[src/rtl/spi_tim_pkg.sv]
package spi_tim_pkg;

  localparam int FIELD_W = 8;
  localparam int WORD_W  = 32;

  typedef struct packed {
    logic [FIELD_W-1:0] half_m1;
    logic [FIELD_W-1:0] setup;
    logic [FIELD_W-1:0] hold;
    logic [FIELD_W-1:0] gap;
    logic               cpol;
    logic               cpha;
  } dev_cfg_t;

  typedef enum logic [2:0] {
    ST_IDLE, ST_SETUP, ST_RUN, ST_HOLD, ST_GAP
  } seq_st_t;

  // Turn a rate code into the half-period length minus one, in reference cycles.
  function automatic logic [FIELD_W-1:0] half_m1_of(input logic [FIELD_W-1:0] code);
    logic [3:0] k;
    k = 4'd0;
    if (code == 8'hFF) return 8'h00;
    if (code == 8'h00) return 8'hFF;
    for (int i = 0; i < FIELD_W; i++)
      if (code[i]) k = 4'(i);
    return 8'((9'h100 >> k) - 9'h001);
  endfunction

endpackage

[src/rtl/spi_dev_select.sv]
module spi_dev_select
  import spi_tim_pkg::*;
#(
  parameter int NUM_DEV = 5,
  parameter int SEL_W   = 3
) (
  input  logic [NUM_DEV*WORD_W-1:0] dev_param_i,
  input  logic [SEL_W-1:0]          sel_i,
  input  logic [NUM_DEV-1:0]        cpol_i,
  input  logic [NUM_DEV-1:0]        cpha_i,
  output logic                      sel_ok_o,
  output dev_cfg_t                  cfg_o,
  output logic                      idle_pol_o
);

  dev_cfg_t cfg_arr [NUM_DEV];

  for (genvar g = 0; g < NUM_DEV; g++) begin : g_dev
    logic [WORD_W-1:0] word;
    assign word = dev_param_i[g*WORD_W +: WORD_W];
    assign cfg_arr[g].half_m1 = half_m1_of(word[31:24]);
    assign cfg_arr[g].setup   = word[23:16];
    assign cfg_arr[g].hold    = word[15:8];
    assign cfg_arr[g].gap     = word[7:0];
    assign cfg_arr[g].cpol    = cpol_i[g];
    assign cfg_arr[g].cpha    = cpha_i[g];
  end

  assign sel_ok_o = int'(sel_i) < NUM_DEV;

  always_comb begin
    cfg_o      = '0;
    idle_pol_o = 1'b0;
    for (int i = 0; i < NUM_DEV; i++) begin
      if (sel_i == SEL_W'(i)) begin
        cfg_o      = cfg_arr[i];
        idle_pol_o = cpol_i[i];
      end
    end
  end

endmodule

[src/rtl/spi_edge_gen.sv]
module spi_edge_gen
  import spi_tim_pkg::*;
(
  input  logic               clk_i,
  input  logic               rst_ni,
  input  logic               run_i,
  input  logic               clr_i,
  input  logic [FIELD_W-1:0] half_m1_i,
  input  logic               cpha_i,
  input  logic               done_i,
  output logic               tog_o,
  output logic               last_o,
  output logic               shift_stb_o,
  output logic               sample_stb_o
);

  logic [FIELD_W-1:0] hcnt_q;
  logic               tog_q, lead_q, trail_q;
  logic               edge_now;

  assign edge_now = run_i && (hcnt_q == half_m1_i);
  assign last_o   = edge_now && tog_q && done_i;
  assign tog_o    = tog_q;

  always_ff @(posedge clk_i or negedge rst_ni) begin
    if (!rst_ni) begin
      hcnt_q  <= '0;
      tog_q   <= 1'b0;
      lead_q  <= 1'b0;
      trail_q <= 1'b0;
    end else begin
      if (!run_i || edge_now) hcnt_q <= '0;
      else                    hcnt_q <= hcnt_q + 8'd1;
      if (clr_i)         tog_q <= 1'b0;
      else if (edge_now) tog_q <= ~tog_q;
      lead_q  <= edge_now && !tog_q;
      trail_q <= edge_now && tog_q;
    end
  end

  assign sample_stb_o = cpha_i ? trail_q : lead_q;
  assign shift_stb_o  = cpha_i ? lead_q  : trail_q;

  a_r2_count_bound: assert property (@(posedge clk_i) disable iff (!rst_ni)
    run_i |-> hcnt_q <= half_m1_i);

  a_r6_lead_alternates: assert property (@(posedge clk_i) disable iff (!rst_ni)
    lead_q |=> !lead_q);

endmodule

[src/rtl/spi_clk_cs_timer.sv]
module spi_clk_cs_timer
  import spi_tim_pkg::*;
#(
  parameter int NUM_DEV = 5,
  parameter int SEL_W   = 3
) (
  input  logic                      clk_i,
  input  logic                      rst_ni,
  input  logic [NUM_DEV*WORD_W-1:0] dev_param_i,
  input  logic [SEL_W-1:0]          dev_sel_i,
  input  logic [NUM_DEV-1:0]        cpol_i,
  input  logic [NUM_DEV-1:0]        cpha_i,
  input  logic                      start_i,
  input  logic                      done_i,
  output logic                      sclk_o,
  output logic [NUM_DEV-1:0]        cs_n_o,
  output logic                      shift_stb_o,
  output logic                      sample_stb_o,
  output logic                      ready_o
);

  dev_cfg_t           cfg_live, cfg_l;
  seq_st_t            st_q;
  logic [FIELD_W-1:0] cnt_q;
  logic [SEL_W-1:0]   dev_l;
  logic               sel_ok, live_pol, accept, cs_on;
  logic               tog, last_edge;

  spi_dev_select #(.NUM_DEV(NUM_DEV), .SEL_W(SEL_W)) u_sel (
    .dev_param_i (dev_param_i),
    .sel_i       (dev_sel_i),
    .cpol_i      (cpol_i),
    .cpha_i      (cpha_i),
    .sel_ok_o    (sel_ok),
    .cfg_o       (cfg_live),
    .idle_pol_o  (live_pol)
  );

  spi_edge_gen u_edge (
    .clk_i        (clk_i),
    .rst_ni       (rst_ni),
    .run_i        (st_q == ST_RUN),
    .clr_i        (st_q == ST_IDLE),
    .half_m1_i    (cfg_l.half_m1),
    .cpha_i       (cfg_l.cpha),
    .done_i       (done_i),
    .tog_o        (tog),
    .last_o       (last_edge),
    .shift_stb_o  (shift_stb_o),
    .sample_stb_o (sample_stb_o)
  );

  assign accept = (st_q == ST_IDLE) && start_i && sel_ok;

  always_ff @(posedge clk_i or negedge rst_ni) begin
    if (!rst_ni) begin
      st_q  <= ST_IDLE;
      cnt_q <= '0;
      cfg_l <= '0;
      dev_l <= '0;
    end else begin
      case (st_q)
        ST_IDLE: if (accept) begin
          cfg_l <= cfg_live;
          dev_l <= dev_sel_i;
          if (cfg_live.setup != '0) begin
            st_q  <= ST_SETUP;
            cnt_q <= cfg_live.setup - 8'd1;
          end else begin
            st_q <= ST_RUN;
          end
        end
        ST_SETUP: if (cnt_q == '0) st_q <= ST_RUN;
                  else             cnt_q <= cnt_q - 8'd1;
        ST_RUN: if (last_edge) begin
          if (cfg_l.hold != '0) begin
            st_q  <= ST_HOLD;
            cnt_q <= cfg_l.hold - 8'd1;
          end else if (cfg_l.gap != '0) begin
            st_q  <= ST_GAP;
            cnt_q <= cfg_l.gap - 8'd1;
          end else begin
            st_q <= ST_IDLE;
          end
        end
        ST_HOLD: if (cnt_q != '0) cnt_q <= cnt_q - 8'd1;
                 else if (cfg_l.gap != '0) begin
                   st_q  <= ST_GAP;
                   cnt_q <= cfg_l.gap - 8'd1;
                 end else st_q <= ST_IDLE;
        ST_GAP: if (cnt_q == '0) st_q <= ST_IDLE;
                else             cnt_q <= cnt_q - 8'd1;
        default: st_q <= ST_IDLE;
      endcase
    end
  end

  assign cs_on   = (st_q == ST_SETUP) || (st_q == ST_RUN) || (st_q == ST_HOLD);
  assign ready_o = (st_q == ST_IDLE);
  assign sclk_o  = ready_o ? live_pol : (cfg_l.cpol ^ tog);

  for (genvar g = 0; g < NUM_DEV; g++) begin : g_cs
    assign cs_n_o[g] = !(cs_on && (dev_l == SEL_W'(g)));
  end

  a_r5_single_cs: assert property (@(posedge clk_i) disable iff (!rst_ni)
    $countones(~cs_n_o) <= 1);

  a_r4_accept_leaves_ready: assert property (@(posedge clk_i) disable iff (!rst_ni)
    (ready_o && start_i && sel_ok) |=> !ready_o);

  a_r9_ready_releases_cs: assert property (@(posedge clk_i) disable iff (!rst_ni)
    ready_o |-> &cs_n_o);

  a_r6_strobe_on_edge: assert property (@(posedge clk_i) disable iff (!rst_ni)
    ((shift_stb_o || sample_stb_o) && !ready_o) |-> sclk_o != $past(sclk_o));

  a_r10_device_held: assert property (@(posedge clk_i) disable iff (!rst_ni)
    (st_q != ST_IDLE && $past(st_q) != ST_IDLE) |-> $stable(dev_l));

  a_r7_stop_on_trailing: assert property (@(posedge clk_i) disable iff (!rst_ni)
    ($past(st_q) == ST_RUN && st_q != ST_RUN) |-> sclk_o == cfg_l.cpol || ready_o);

endmodule

[config.mk]
export PLATFORM = sky130hd
export DESIGN_NAME = spi_clk_cs_timer
export DESIGN_NICKNAME = d
export VERILOG_FILES = /design/src/rtl/spi_tim_pkg.sv /design/src/rtl/spi_dev_select.sv /design/src/rtl/spi_edge_gen.sv /design/src/rtl/spi_clk_cs_timer.sv
export SDC_FILE = /design/constraint.sdc
export NUM_CORES = 1
export LEC_CHECK = 0
export ABC_CLOCK_PERIOD_IN_PS = 6700
export BUFFER_PORTS_ARGS = -buffer_cell sky130_fd_sc_hd__buf_4
export CORE_ASPECT_RATIO = 0.8
export CORE_MARGIN = 4
export CORE_UTILIZATION = 50
export CTS_CLUSTER_DIAMETER = 80
export DETAILED_ROUTE_END_ITERATION = 12
export PLACE_DENSITY = 0.81
export SLEW_MARGIN = 30
export SYNTH_ARGS = -nofsm -noshare
export SYNTH_HDL_FRONTEND = slang
export SYNTH_HIERARCHICAL = 1
export SYNTH_SLANG_ARGS = --single-unit
[constraint.sdc]
create_clock -name clk_i -period 6.7 [get_ports clk_i]
set_clock_uncertainty 0.05 [all_clocks]
set_input_delay 0.335 -clock clk_i [delete_from_list [all_inputs] [get_ports clk_i]]
set_output_delay 0.335 -clock clk_i [all_outputs]
set_load 0.02 [all_outputs]
==> results.md <==
- Fin. max-slew vios: 0
- Via count: 5569
- Clock Tree Buf Depth: 2
- Post-CTS Resized: 0
- Aggregate global-route resource usage: 27.8%
- Highest-count cells in the layout ignoring fill and taps: buf_4, nand2_1, nor2_1, dfrtp_1, inv_1
- Crit end category: flop
- Worst Tran Pin Value: 0.973 ns
- RD Place Congestion: between 1 and 1.5
- Non-Filler Instances: 916
- Post-synth top flop: dfrtp_1
- Detailed-route wire length per cell: 18.5 um
- Post-CTS setup buffer count: 0
- Asr flop ratio synth: 100%
- Hold buffers post-CTS: 0
- DIE AREA: 0.0120 mm^2
- Worst-Skew Late Latency: between 0.2 and 0.3 ns
- Gate Count Post-Synth: 614
- Cell Pwr Density: approximately 280 mW/mm^2
- RR Endpoint: cnt_q[4]
- First DRT Iteration DRCs: 463
- Status: finished, final reports clean
- Leak: ~3.0 nW
- Seq cells post-synth: between 50 and 60
- Placement Setup Slack: between 2 and 3 ns
- GRT overflow: 0
- Commonest non-fill, non-tap cell in the layout: buf_4
- Synth warn: 6
- Initial antenna violation count: 0
- Number of cells in the design after placement: roughly 900
- CP Cell Sequence: buf_4 -> nor3b_2 -> buf_4 -> nand2_1 -> o21ai_0 -> nor4_1 -> a31oi_1 -> a21oi_1 -> o22ai_1 -> o21ai_0 -> a22o_1
- Max H-tree Level: 2
- Number of distinct library cells after synthesis: 67
- Fin. Hold Viols: 0
- WS Path Type: in -> reg
- Placed cell areas: between 0.006 and 0.007 mm^2
- # setup viols final: 0
- Headroom to the max-slew limit: between 30% and 40%
- Vias in the first global route: 5585
- Area growth from synthesis to layout: 31.1%
- Post-Syn Nets: 803
- DRC: 0
- Syn Std Cell Area: 0.00513 mm^2
- VDD IR max: about 0.14 mV
- Minimum clock period: 3.69 ns
- Tcrit/Tclk final: 55.1%
- Total Wirelength: around 17000 um
- TritonCTS Buffers: 5
- Unrepaired setup endpoints after global routing: false
- Final Net Count: slightly below 1000
- DRT Pass-1 Iters: 5
- Ant. Diodes: 0
- Max Cap Viol: 0
- CP Launch Type: input port
- Finished Cell Area: 0.00673 mm^2
- HPWL Detailed: approximately 14000 um
- Avg Inst Size Synth: 8.36 um^2
- Die H: around 100 um
- Post-DRT Antenna Nets: 0
- Via-to-Cell Ratio: just over 6
- CTS sink cnt: 51
- Worst flop-to-flop path startpoint: st_q[2]
- Critical Path RT: between 6 and 7 ns
- Clock transition at the registers of the reported paths: approximately 0.070 ns
- Min-Delay Path Class: in -> async
- Setup TNS: 0 ns
- R2R Setup Slk: between 3 and 4 ns
- Worst reg2reg path depth: 11
- Port Buffers: around 190
- Slowest stage delay, CP: 0.86 ns
- Final Worst Setup Slack: 3.01 ns
- Initial Utilization: between 50 and 60%
- Max Clock Freq: 0.271 GHz
- Core ar.: slightly below 0.01 mm^2
- DIE WIDTH: between 100 and 150 um
- Pin count of the biggest net entering global routing: 52
- TritonCTS clock tree: built
- # IOs: between 150 and 200
- Root Buffer: clkbuf_16
- Worst-path maximum fanout: 35
- EDFF count, synth: 0
- Arrival time worst endpoint: between 3 and 4 ns
- Hold slack final: between 0.015 and 0.02 ns
- Slowest stage cell, crit path: nor3b_2
- First-pass GRT wire length: between 20000 and 30000 um
- Post-synthesis sequential area ratio: 24.9%
- Share of layout cells above drive strength 1: a little under a third
- Site Rows: 32
==> state kept, by name, indices dropped and copies added, names as in the netlist <==
register / cells
u_edge/lead_q: 1
st_q: 3
u_edge/hcnt_q: 8
cnt_q: 8
u_edge/trail_q: 1
dev_l: 3
u_edge/tog_o: 1
cfg_l: 26
==> kinds of logic (layout without fill, tap and decap cells) <==
group / after synthesis / after routing / share of synthesized area (%)
adders and majority gates: 12 / 12 / 2.92
xor gates and xnor gates: 36 / 36 / 6.14
muxes: 57 / 57 / 18.3
AOI/OAI and AO/OA: 144 / 144 / 18.5
and+or+nand+nor: 236 / 236 / 23.1
buffers and inverters: 78 / 244 / 6.17
DFF: 51 / 51 / 24.9
==> layer usage <==
metal | track usage, % | vias to the layer above | share of wire (%)
met2 | 46.6 | 303 | 47
met3 | 5.62 | 25 | 10
met1 | 38.1 | 2648 | 42
met5 | 0 | - | 0
met4 | 4.48 | 0 | 1.4
li1 | - | 2593 | -
==> power breakdown <==
part	internal [mW]	total (mW)	leakage [nW]	switching [mW]
Combinational	0.480	1.02	2.29	0.536
Sequential	0.422	0.604	0.654	0.182
Clock	0.138	0.251	0.0669	0.113
Total	1.04	1.87	3.01	0.831
==> worst max path at each step <==
stage | depth (start not counted) | endpoint | start | slack, ns
2_1_floorplan | 11 | cnt_q[0] | dev_sel_i[0] | 3.74
3_3_place_gp | 11 | cnt_q[4] | dev_sel_i[0] | 2.98
3_5_place_dp | 11 | cnt_q[4] | dev_sel_i[0] | 2.78
4_1_cts | 11 | cnt_q[4] | dev_sel_i[0] | 3.06
5_1_grt | 11 | cnt_q[5] | dev_sel_i[0] | 2.68
6_report | 11 | cnt_q[4] | dev_sel_i[2] | 3.01
==> synth_stat cells (all sizes together), types with 15 or more instances <==
| library cell | count | area share, % |
|---|---|---|
| mux2 | 30 | 6.7 |
| o21ai | 50 | 4.9 |
| xor2 | 20 | 3.4 |
| inv | 48 | 3.5 |
| dfrtp | 51 | 25 |
| a21oi | 26 | 2.5 |
| buf | 19 | 1.9 |
| nand3 | 15 | 1.6 |
| nand2 | 75 | 5.5 |
| xnor2 | 16 | 2.7 |
| mux4 | 26 | 11 |
| nor2 | 52 | 3.8 |
| nor3 | 25 | 2.5 |
==> metrics by stage <==
step / util (%) / total power [mW]
finish: 68.6 / 1.87
CTS: 68.6 / 1.86
global route: 68.6 / 2.01
detailed placement: 67.1 / 1.61
floorplan: - / 1.27
global placement: 67.1 / 1.57
==> worst max-delay path: cells and delay by family <==
family | cells | cell delay (ns)
and+or+nand+nor | 3 | 1.14
buffers and inverters | 2 | 0.66
AOI/OAI and AO/OA | 6 | 1.65
==> final cells by class <==
type / instances / area, um^2
Clock inverter: 2 / 12.5
Clock buffer: 6 / 129
Inverter: 48 / 180
Fill cell: 811 / 3080
Tap cell: 136 / 170
Timing Repair Buffer: 188 / 1410
Multi-Input combinational cell: 485 / 3550
Sequential cell: 51 / 1280
Note: power is estimated with default switching activity, not from simulation.
